[src/rtl/nrd_pkg.sv]
package nrd_pkg;

  typedef enum logic {
    NRD_OP_NORM  = 1'b0,
    NRD_OP_ROUND = 1'b1
  } nrd_op_e;

  typedef struct packed {
    logic n;
    logic z;
    logic v;
  } nrd_flags_t;

endpackage

[src/rtl/nrd_operand_fmt.sv]
module nrd_operand_fmt #(
  parameter int ACC_W  = 40,
  parameter int WORD_W = 32
) (
  input  logic             guard_en,
  input  logic [ACC_W-1:0] operand,
  output logic [ACC_W-1:0] value_ext,
  output logic             fmt_sign
);
  localparam int GUARD_W = ACC_W - WORD_W;

  // Unguarded data is re-extended from the word sign so that the
  // downstream logic sees a single 40-bit view of either format.
  function automatic logic [ACC_W-1:0] word_sext(input logic [ACC_W-1:0] v);
    logic [ACC_W-1:0] r;
    r = v;
    for (int i = WORD_W; i < ACC_W; i++) r[i] = v[WORD_W-1];
    return r;
  endfunction

  generate
    if (GUARD_W > 0) begin : g_guarded
      assign value_ext = guard_en ? operand : word_sext(operand);
      assign fmt_sign  = guard_en ? operand[ACC_W-1] : operand[WORD_W-1];
    end else begin : g_plain
      logic unused_guard;
      assign unused_guard = guard_en;
      assign value_ext    = operand;
      assign fmt_sign     = operand[ACC_W-1];
    end
  endgenerate

endmodule

[src/rtl/nrd_msb_detect.sv]
module nrd_msb_detect #(
  parameter int ACC_W  = 40,
  parameter int WORD_W = 32,
  parameter int CNT_W  = 7
) (
  input  logic                    clk,
  input  logic                    rst_n,
  input  logic                    guard_en,
  input  logic [ACC_W-1:0]        value_ext,
  output logic signed [CNT_W-1:0] shift_cnt,
  output logic                    all_sign
);
  localparam int NORM_POS = WORD_W - 2;   // bit just below the word sign
  localparam int MAX_LEFT = WORD_W - 1;   // count for a value with no significant bit
  localparam int MIN_CNT  = -(ACC_W - WORD_W);

  // Highest bit index below the sign that differs from it; -1 when none.
  function automatic int top_diff(input logic [ACC_W-1:0] v);
    int pos;
    pos = -1;
    for (int i = 0; i < ACC_W - 1; i++) begin
      if (v[i] != v[ACC_W-1]) pos = i;
    end
    return pos;
  endfunction

  int diff_pos;

  always_comb begin
    diff_pos = top_diff(value_ext);
    all_sign = (diff_pos < 0);
    if (all_sign) shift_cnt = CNT_W'(MAX_LEFT);
    else          shift_cnt = CNT_W'(NORM_POS - diff_pos);
  end

  // the count never leaves the range a 40-bit value can produce
  a_r2_count_range: assert property (@(posedge clk) disable iff (!rst_n)
    (int'(shift_cnt) >= MIN_CNT) && (int'(shift_cnt) <= MAX_LEFT));

  // with the guard bits out of use a right shift is never requested
  a_r3_unguarded_nonneg: assert property (@(posedge clk) disable iff (!rst_n)
    !guard_en |-> !shift_cnt[CNT_W-1]);

endmodule

[src/rtl/nrd_rounder.sv]
module nrd_rounder #(
  parameter int ACC_W  = 40,
  parameter int WORD_W = 32,
  parameter int FRAC_W = 16
) (
  input  logic             clk,
  input  logic             rst_n,
  input  logic             guard_en,
  input  logic             sat_en,
  input  logic             fmt_sign,
  input  logic [ACC_W-1:0] value_ext,
  output logic [ACC_W-1:0] rnd_value,
  output logic             rnd_ovf
);
  localparam logic [ACC_W-1:0] HALF_STEP = ACC_W'(1) << (FRAC_W - 1);

  function automatic logic [ACC_W-1:0] clear_frac(input logic [ACC_W-1:0] v);
    logic [ACC_W-1:0] r;
    r = v;
    for (int i = 0; i < FRAC_W; i++) r[i] = 1'b0;
    return r;
  endfunction

  function automatic logic [ACC_W-1:0] word_sext(input logic [ACC_W-1:0] v);
    logic [ACC_W-1:0] r;
    r = v;
    for (int i = WORD_W; i < ACC_W; i++) r[i] = v[WORD_W-1];
    return r;
  endfunction

  // Largest positive value whose fraction field is empty, per format.
  function automatic logic [ACC_W-1:0] pos_limit(input logic guarded);
    logic [ACC_W-1:0] r;
    int top;
    top = guarded ? ACC_W - 1 : WORD_W - 1;
    r   = '0;
    for (int i = FRAC_W; i < ACC_W; i++) if (i < top) r[i] = 1'b1;
    return r;
  endfunction

  logic [ACC_W-1:0] raw_sum;
  logic [ACC_W-1:0] wrapped;
  logic             sum_sign;

  always_comb begin
    raw_sum  = value_ext + HALF_STEP;
    sum_sign = guard_en ? raw_sum[ACC_W-1] : raw_sum[WORD_W-1];
    rnd_ovf  = !fmt_sign && sum_sign;
    wrapped  = guard_en ? raw_sum : word_sext(raw_sum);
    if (rnd_ovf && sat_en) rnd_value = pos_limit(guard_en);
    else                   rnd_value = clear_frac(wrapped);
  end

  // adding a positive half step can only overflow from the positive side
  a_r9_ovf_from_positive: assert property (@(posedge clk) disable iff (!rst_n)
    rnd_ovf |-> !fmt_sign);

  // a saturated result stays positive
  a_r10_sat_positive: assert property (@(posedge clk) disable iff (!rst_n)
    (rnd_ovf && sat_en) |-> !rnd_value[ACC_W-1]);

endmodule

[src/rtl/nrd_unit.sv]
module nrd_unit #(
  parameter int ACC_W  = 40,
  parameter int WORD_W = 32,
  parameter int FRAC_W = 16
) (
  input  logic             clk,
  input  logic             rst_n,
  input  logic             in_valid,
  input  logic             in_op,
  input  logic             in_guard_en,
  input  logic             in_sat_en,
  input  logic [ACC_W-1:0] in_operand,
  output logic             out_valid,
  output logic [ACC_W-1:0] out_result,
  output logic             out_flag_n,
  output logic             out_flag_z,
  output logic             out_flag_v
);
  import nrd_pkg::*;

  localparam int CNT_W = $clog2(ACC_W) + 1;
  localparam int EXT_W = ACC_W - CNT_W - FRAC_W;

  nrd_op_e             op_sel;
  logic [ACC_W-1:0]    value_ext;
  logic                fmt_sign;
  logic signed [CNT_W-1:0] shift_cnt;
  logic                all_sign;
  logic [ACC_W-1:0]    rnd_value;
  logic                rnd_ovf;

  logic [ACC_W-1:0]    nxt_result;
  nrd_flags_t          nxt_flags;
  nrd_flags_t          flags_q;

  assign op_sel = nrd_op_e'(in_op);

  nrd_operand_fmt #(.ACC_W(ACC_W), .WORD_W(WORD_W)) u_fmt (
    .guard_en  (in_guard_en),
    .operand   (in_operand),
    .value_ext (value_ext),
    .fmt_sign  (fmt_sign)
  );

  nrd_msb_detect #(.ACC_W(ACC_W), .WORD_W(WORD_W), .CNT_W(CNT_W)) u_msb (
    .clk       (clk),
    .rst_n     (rst_n),
    .guard_en  (in_guard_en),
    .value_ext (value_ext),
    .shift_cnt (shift_cnt),
    .all_sign  (all_sign)
  );

  nrd_rounder #(.ACC_W(ACC_W), .WORD_W(WORD_W), .FRAC_W(FRAC_W)) u_rnd (
    .clk       (clk),
    .rst_n     (rst_n),
    .guard_en  (in_guard_en),
    .sat_en    (in_sat_en),
    .fmt_sign  (fmt_sign),
    .value_ext (value_ext),
    .rnd_value (rnd_value),
    .rnd_ovf   (rnd_ovf)
  );

  // Count placed in the integer field, sign-extended, fraction cleared.
  function automatic logic [ACC_W-1:0] place_count(input logic signed [CNT_W-1:0] c);
    return {{EXT_W{c[CNT_W-1]}}, c, {FRAC_W{1'b0}}};
  endfunction

  always_comb begin
    if (op_sel == NRD_OP_NORM) begin
      nxt_result  = place_count(shift_cnt);
      nxt_flags.n = shift_cnt[CNT_W-1];
      nxt_flags.z = (shift_cnt == '0);
      nxt_flags.v = 1'b0;
    end else begin
      nxt_result  = rnd_value;
      nxt_flags.n = rnd_value[ACC_W-1];
      nxt_flags.z = (rnd_value == '0);
      nxt_flags.v = rnd_ovf;
    end
  end

  always_ff @(posedge clk or negedge rst_n) begin
    if (!rst_n) begin
      out_valid  <= 1'b0;
      out_result <= '0;
      flags_q    <= '0;
    end else begin
      out_valid <= in_valid;
      if (in_valid) begin
        out_result <= nxt_result;
        flags_q    <= nxt_flags;
      end
    end
  end

  assign out_flag_n = flags_q.n;
  assign out_flag_z = flags_q.z;
  assign out_flag_v = flags_q.v;

  // one-cycle latency on the valid strobe
  a_r1_valid_follows: assert property (@(posedge clk) disable iff (!rst_n)
    in_valid |=> out_valid);
  a_r1_idle_follows: assert property (@(posedge clk) disable iff (!rst_n)
    !in_valid |=> !out_valid);

  // the fraction field of any result is empty
  a_r5_frac_clear: assert property (@(posedge clk) disable iff (!rst_n)
    out_valid |-> (out_result[FRAC_W-1:0] == '0));

  // a normalize count never raises overflow
  a_r6_norm_no_v: assert property (@(posedge clk) disable iff (!rst_n)
    (in_valid && op_sel == NRD_OP_NORM) |=> !out_flag_v);

  // a value without any significant bit asks for a positive count
  a_r4_flat_positive: assert property (@(posedge clk) disable iff (!rst_n)
    (in_valid && op_sel == NRD_OP_NORM && all_sign) |=> (!out_flag_n && !out_flag_z));

  // flags agree with the registered result
  a_r11_n_tracks_sign: assert property (@(posedge clk) disable iff (!rst_n)
    out_valid |-> (out_flag_n == out_result[ACC_W-1]));
  a_r11_z_means_zero: assert property (@(posedge clk) disable iff (!rst_n)
    (out_valid && out_flag_z) |-> (out_result == '0));

  // saturated rounding of a non-negative value stays non-negative
  a_r10_no_wrap_when_sat: assert property (@(posedge clk) disable iff (!rst_n)
    (in_valid && op_sel == NRD_OP_ROUND && in_sat_en && !fmt_sign) |=> !out_flag_n);

endmodule

[config.mk]
export PLATFORM = sky130hd
export DESIGN_NAME = nrd_unit
export DESIGN_NICKNAME = d
export VERILOG_FILES = /design/src/rtl/nrd_pkg.sv /design/src/rtl/nrd_operand_fmt.sv /design/src/rtl/nrd_msb_detect.sv /design/src/rtl/nrd_rounder.sv /design/src/rtl/nrd_unit.sv
export SDC_FILE = /design/constraint.sdc
export NUM_CORES = 1
export LEC_CHECK = 0
export BUFFER_PORTS_ARGS = -buffer_cell sky130_fd_sc_hd__buf_4
export CAP_MARGIN = 20
export CORE_ASPECT_RATIO = 0.9
export CORE_MARGIN = 4
export CORE_UTILIZATION = 50
export DETAILED_ROUTE_END_ITERATION = 12
export GPL_ROUTABILITY_DRIVEN = 0
export MAX_ROUTING_LAYER = met4
export PLACE_DENSITY = 0.91
export SLEW_MARGIN = 20
export SYNTH_ARGS = -nofsm -noshare
export SYNTH_HDL_FRONTEND = slang
export SYNTH_SLANG_ARGS = --single-unit
export TNS_END_PERCENT = 10
[constraint.sdc]
create_clock -name clk -period 0.8 [get_ports clk]
set_clock_uncertainty 0.1 [all_clocks]
set_input_delay 0.12 -clock clk [delete_from_list [all_inputs] [get_ports clk]]
set_output_delay 0.12 -clock clk [all_outputs]
set_load 0.05 [all_outputs]
# ---- Word level (Yosys, flattened, before mapping)
# Cells that the tools add are included.
dict set report word_totals {
  wordCells 148
  register_bits 44
}
dict set report classes {
  n_reduce_logical 5
  magnitude_cmp 25
  muxes 72
  n_eq_ne 39
  addsub 2
}
# op count
set op_table {}
lappend op_table {{32-bit two-way mux} 39}
lappend op_table {{6-bit by 32-bit < comparator with 1-bit output, first input constant} 16}
lappend op_table {{7-bit by 32-bit < comparator with 1-bit output, first input constant} 8}
lappend op_table {{40-bit two-way mux} 4}
lappend op_table {{40-bit by 16-bit adder with 40-bit output, second input constant} 1}
lappend op_table {{40-bit logical NOT} 1}
lappend op_table {{1-bit != test} 39}
lappend op_table {{32-bit by 1-bit < comparator with 1-bit output, second input constant} 1}
lappend op_table {{1-bit two-way mux} 26}
lappend op_table {{7-bit logical NOT} 1}
lappend op_table {{7-bit two-way mux} 1}
lappend op_table {{6-bit by 7-bit subtractor with 7-bit output, first input constant} 1}
lappend op_table {{6-bit two-way mux} 1}
lappend op_table {{3-bit two-way mux} 1}
lappend op_table {{1-bit logical AND} 2}
lappend op_table {{1-bit logical NOT} 1}

# ---- Longest topological paths before layout
dict set report depth {
  word_depth 45
  mapped_depth 16
  depth_no_buf 12
}

# ---- By module
# A second synthesis with hierarchy kept.
dict set report unflattened {
  hier_cells 574
  hier_area_um2 4436.8
}
# module instances seq_area_each_um2 area_each_um2 cells_per_inst
set modules_own_cells {}
lappend modules_own_cells {nrd_unit 1 1076.0 2009.4 203}
lappend modules_own_cells {nrd_msb_detect 1 0.0 1157.4 202}
lappend modules_own_cells {nrd_rounder 1 0.0 890.9 127}
lappend modules_own_cells {nrd_operand_fmt 1 0.0 379.1 42}

# ---- Worst setup path after synthesis
# OpenSTA, ideal clock, no wires.
dict set report synth_path {
  kind {input to register}
  from {input port in_operand[31]}
  to {register out_result[30]}
  required_time_ps 559
  slack_ps -2672
  t_arrival_ps 3231
  n_path_buf 5
  setup_ps 141
  cell_stages 16
  path_cell_list {buf_2 -> mux2_4 -> buf_6 -> buf_4 -> buf_4 -> nor4_1 -> o32ai_1 -> a31oi_1 -> o211ai_1 -> a21o_1 -> ha_1 -> inv_1 -> nor2_1 -> o31ai_1 -> clkbuf_1 -> o22ai_1}
}
dict set report synth_via {
  elab_chain_cells 44
  elab_cells_between_ends 90
  cone_classes {2 x add/sub; 1 x order compare; 39 x eq/ne; 45 x mux; 3 x reduce/logical}
}
# item line_no
set synth_lines {}
lappend synth_lines {{from (decl)} nrd_unit.sv:12} ;# input logic [ACC_W-1:0] in_operand,
lappend synth_lines {{40-bit two-way mux} nrd_operand_fmt.sv:23} ;# assign value_ext = guard_en ? operand : word_sext(operand);
lappend synth_lines {{1-bit != test} nrd_msb_detect.sv:22} ;# if (v[i] != v[ACC_W-1]) pos = i;
lappend synth_lines {{32-bit two-way mux (39 in a row)} nrd_msb_detect.sv:22}
lappend synth_lines {{32-bit by 1-bit < comparator with 1-bit output or 6-bit by 7-bit subtractor with 7-bit output (tied branches)} {nrd_msb_detect.sv:31, nrd_msb_detect.sv:33}}
lappend synth_lines {{7-bit two-way mux} nrd_msb_detect.sv:32} ;# if (all_sign) shift_cnt = CNT_W'(MAX_LEFT);
lappend synth_lines {{40-bit two-way mux *} nrd_unit.sv:71} ;# if (op_sel == NRD_OP_NORM) begin
lappend synth_lines {{to (signal assigned)} nrd_unit.sv:92} ;# out_result <= nxt_result;
lappend synth_lines {{to (decl)} nrd_unit.sv:14} ;# output logic [ACC_W-1:0] out_result,
# Mark *: on every way between the ends. The rest lies on a longest branch, timed or not.
# A chain may end at the register's enable or synchronous reset.

# ---- Final worst setup path
dict set report layout_path {
  from {input port in_guard_en}
  to {register out_result[29]}
}
dict set report layout_via {
  elab_chain_cells 44
  elab_cells_between_ends 93
  cone_classes {2 x add/sub; 2 x order compare; 39 x eq/ne; 47 x mux; 3 x reduce/logical}
}
# item line_no
set layout_lines {}
lappend layout_lines {{from (decl)} nrd_unit.sv:10} ;# input logic in_guard_en,
lappend layout_lines {{40-bit two-way mux} nrd_operand_fmt.sv:23}
lappend layout_lines {{1-bit != test} nrd_msb_detect.sv:22}
lappend layout_lines {{32-bit two-way mux (39 in a row)} nrd_msb_detect.sv:22}
lappend layout_lines {{32-bit by 1-bit < comparator with 1-bit output or 6-bit by 7-bit subtractor with 7-bit output (tied branches)} {nrd_msb_detect.sv:31, nrd_msb_detect.sv:33}}
lappend layout_lines {{7-bit two-way mux} nrd_msb_detect.sv:32}
lappend layout_lines {{40-bit two-way mux *} nrd_unit.sv:71}
# Marked as above.

==> summary.md <==
| Metric | Value |
|---|---|
| Run status | `finished, violations left` |
| Failing checks | `negative setup slack` |
| Drt wl/cell | `21.9 um` |
| Vias/cell | `6.97` |
| H-tree levels | `1` |
| Synth warn | `0` |
| Leak | `around 0.0024 uW` |
| Initial antenna violation count | `0` |
| Post-synth ARST share | `1.00` |
| Number of global-route vias before repair | `approximately 4,900` |
| Initial core utilization | `0.513` |
| DRC viols | `0` |
| Die Area | `between 8000 and 9000 um^2` |
| FMAX | `around 350 MHz` |
| Root Driver | `clkbuf_8` |
| CTS max path bufs | `2` |
| Crit Reg-Reg Endpoint | `out_result[21]` |
| Fillers | `about 410` |
| P_int | `around 3400 uW` |
| CP cell instances | `buf_6, mux2_4, buf_4, buf_4, nor4_2, a21oi_1, a31oi_1, o211ai_1, buf_4, a21o_4, ha_4, inv_4, nor2_4, o31ai_4, buf_6, buf_6, o2bb2ai_1` |
| Footprint of the multi-input gates | `2730 um^2` |
| Switching part of the total power | `0.459` |
| Mux contribution to synthesized area | `0.0418` |
| Iter 0 DRT Violations | `around 920` |
| Final instance area | `approximately 5500 um^2` |
| CP startpoint kind | `primary input` |
| VDD IR max | `0.00124 V` |
| Dpl cells | `between 700 and 800` |
| DP Area | `about 5000 um^2` |
| Cts bufs inserted | `3` |
| Clk slew on worst S/H paths | `about 0.090 ns` |
| Core area | `between 7000 and 8000 um^2` |
| Top-area cell type share of the netlist area | `0.188` |
| CP max FO | `7` |
| Compound-Gate Fraction of Synth Area | `0.281` |
| Count leader, synth | `nand2_1` |
| Net Sw Power | `2880 uW` |
| CP delay by family, top | `buffers and inverters` |
| Largest net degree at the start of global routing | `28` |
| Fin crit share | `3.62` |
| Adder-cell share of the synthesized area | `0.00697` |
| R2r setup slk | `-0.22 ns` |
| Final hold vios | `0` |
| RSZ-0062 raised after global routing | `true` |
| WL final | `~17,000 um` |
| Final worst slack | `-2.09 ns` |
| Pins Over Slew Limit | `0` |
| Synth area leaders | `dfrtp_1, buf_4, nand2_1` |
| Combinational power share | `0.606` |
| Max incr delay on CP | `between 0.3 and 0.4 ns` |
| WP buf/inv | `7` |
| Routed Antenna Nets | `0` |
| Post-DP HPWL | `between 10,000 and 15,000 um` |
| Die Span X | `around 97 um` |
| GR Util All Layers | `0.363` |
| Main combinational cell family by area after synthesis | `simple AND/OR/NAND/NOR gates` |
| Site Rows | `29` |
| Nets | `between 700 and 800` |
| Via count | `5,334` |
| CTS sink count | `27` |
| CP Data Required Time | `between 0.8 and 0.9 ns` |
| Die Height | `slightly below 90 um` |
| Setup Viol. Count Final | `54` |
| I/O pin count | `90` |
| Post-Synth Simple-Gate Area | `0.296` |
| Slowest-stage cell, CP | `mux2_4` |
| Sequential power share | `0.268` |
| Post-Syn Area | `3590 um^2` |
| Leading area contributor after synthesis | `dfrtp_1` |
| CP arrival | `between 2 and 3 ns` |
| Max-slew headroom | `0.617` |
| Crit path depth | `17` |
| EDFF count, synth | `0` |
| CTS tree | `built` |
| Setup total negative slack | `-58.76 ns` |
| Post-synth cell types | `73` |
| Max Cap Viol | `0` |
| Clock network power share | `0.127` |
| FF+latch count, synth | `27` |
| Cells after Synth | `495` |
| Worst reg-to-reg path cell count | `2` |
| Xor/xnor share of the synthesized area | `0.0610` |
| Antenna diodes | `0` |
| First-pass GRT wire length | `25,000 um` |
| Slew @ Worst Pin | `roughly 0.57 ns` |
| DRT Pass-1 Iters | `7` |
| Hold Crit Class | `in -> async` |
| WS Path Type | `in -> reg` |
| Finished Layout Cells | `~770` |
| Synth top cells by count | `nand2_1, nor2_1, dfrtp_1, inv_1, nand3_1` |
| Cell Pwr Density | `about 1100 nW/um^2` |
| Remaining global-route overflow | `0` |
| RR Startpoint | `out_result[21]` |
| Crit. End Element | `register` |
| Pre-CTS setup slack | `-2.20 ns` |
| Predominant post-synthesis flop cell | `dfrtp_1` |
| Synthesized area per cell | `between 7 and 8 um^2` |
| Register area share after synthesis | `0.188` |
| Sequential Area | `~680 um^2` |
| I/O Buffers | `73` |
| Share of layout cells above drive strength 1 | `0.400` |
| Skew-Pair Late Insertion Delay | `about 0.28 ns` |
| Fin util | `0.783` |
| Fin crit period | `between 2 and 3 ns` |
| Area grow syn2layout | `52.7%` |
-- logic make-up after synthesis --
| logic type | Yosys count |
|---|---|
| AND/OR/NAND/NOR | 200 |
| AO/OA/AOI/OAI | 137 |
| buffers and inverters | 89 |
| flip-flops | 27 |
| XOR/XNOR | 25 |
| multiplexers | 14 |
| adder cells (fa/ha/maj) | 2 |
| other | 1 |
-- worst max path at each step --
stage / startpoint / end / slack (ns)
floorplan: in_guard_en / out_result[30] / -2.16
global placement: in_guard_en / out_result[35] / -2.10
detailed placement: in_guard_en / out_result[33] / -2.20
CTS: in_guard_en / out_result[33] / -1.82
global route: in_guard_en / out_result[20] / -2.11
finish: in_guard_en / out_result[29] / -2.09
-- power groups by stage --
stage	logic, uW	registers, uW	clock network [uW]
after floorplan	1430	2190	0
after global placement	3070	1640	0
after detailed placement	3180	1640	0
after CTS	3460	1660	757
after global routing	3940	1690	820
final	3800	1680	794
-- cell usage in the layout, fill, tap and decap left out, types with 11 or more instances in the layout --
cell / synthesis / routed
conb_1: 1 / 16
buf_6: 2 / 35
nor2_1: 32 / 31
nand2_1: 44 / 42
nand3_1: 25 / 24
buf_4: 23 / 182
a21oi_1: 16 / 16
nor3_1: 18 / 18
dfrtp_1: 27 / 27
xnor2_1: 15 / 15
nand4_1: 16 / 16
inv_1: 25 / 24
a31oi_1: 13 / 12
o21ai_0: 15 / 11
nor4_1: 16 / 13
-- flip-flops by register name, summed over array words and instances (netlist names) --
name        cells
out_flag_v      1
out_valid       1
out_flag_z      1
out_result     24
-- layout make-up --
cell class,count,area share
clock inverters,1,0.000913
inverters,27,0.0189
repair buffers,220,0.329
multi-input cells,394,0.499
clock buffers,3,0.00753
well taps,93,0.0212
flip-flops and latches,27,0.123
-- per-layer routing --
layer	GRT usage	vias to the layer above	wire length (um)	part of all wire
li1	-	2183	-	-
met1	0.430	2372	5630	0.34
met2	0.601	570	7430	0.44
met3	0.0662	209	2220	0.13
met4	0.187	0	1450	0.087
met5	-	-	0	0
-- through the flow --
stage,hold slack (ns),total power [uW]
floorplan,-0.276,3620
global placement,-0.0585,4710
detailed placement,-0.0563,4830
CTS,0.183,5870
global route,0.210,6440
finish,0.185,6270
-- repair_timing --
action / in CTS / in global routing
hold buffers: 1 / 0
hold endpoints to repair: 27 / 0
resized for setup: 50 / 19
buffers inserted: 8 / 2
setup endpoints to repair: 54 / 54
pin swaps: 21 / 6
(Power assumes the default switching activity.)
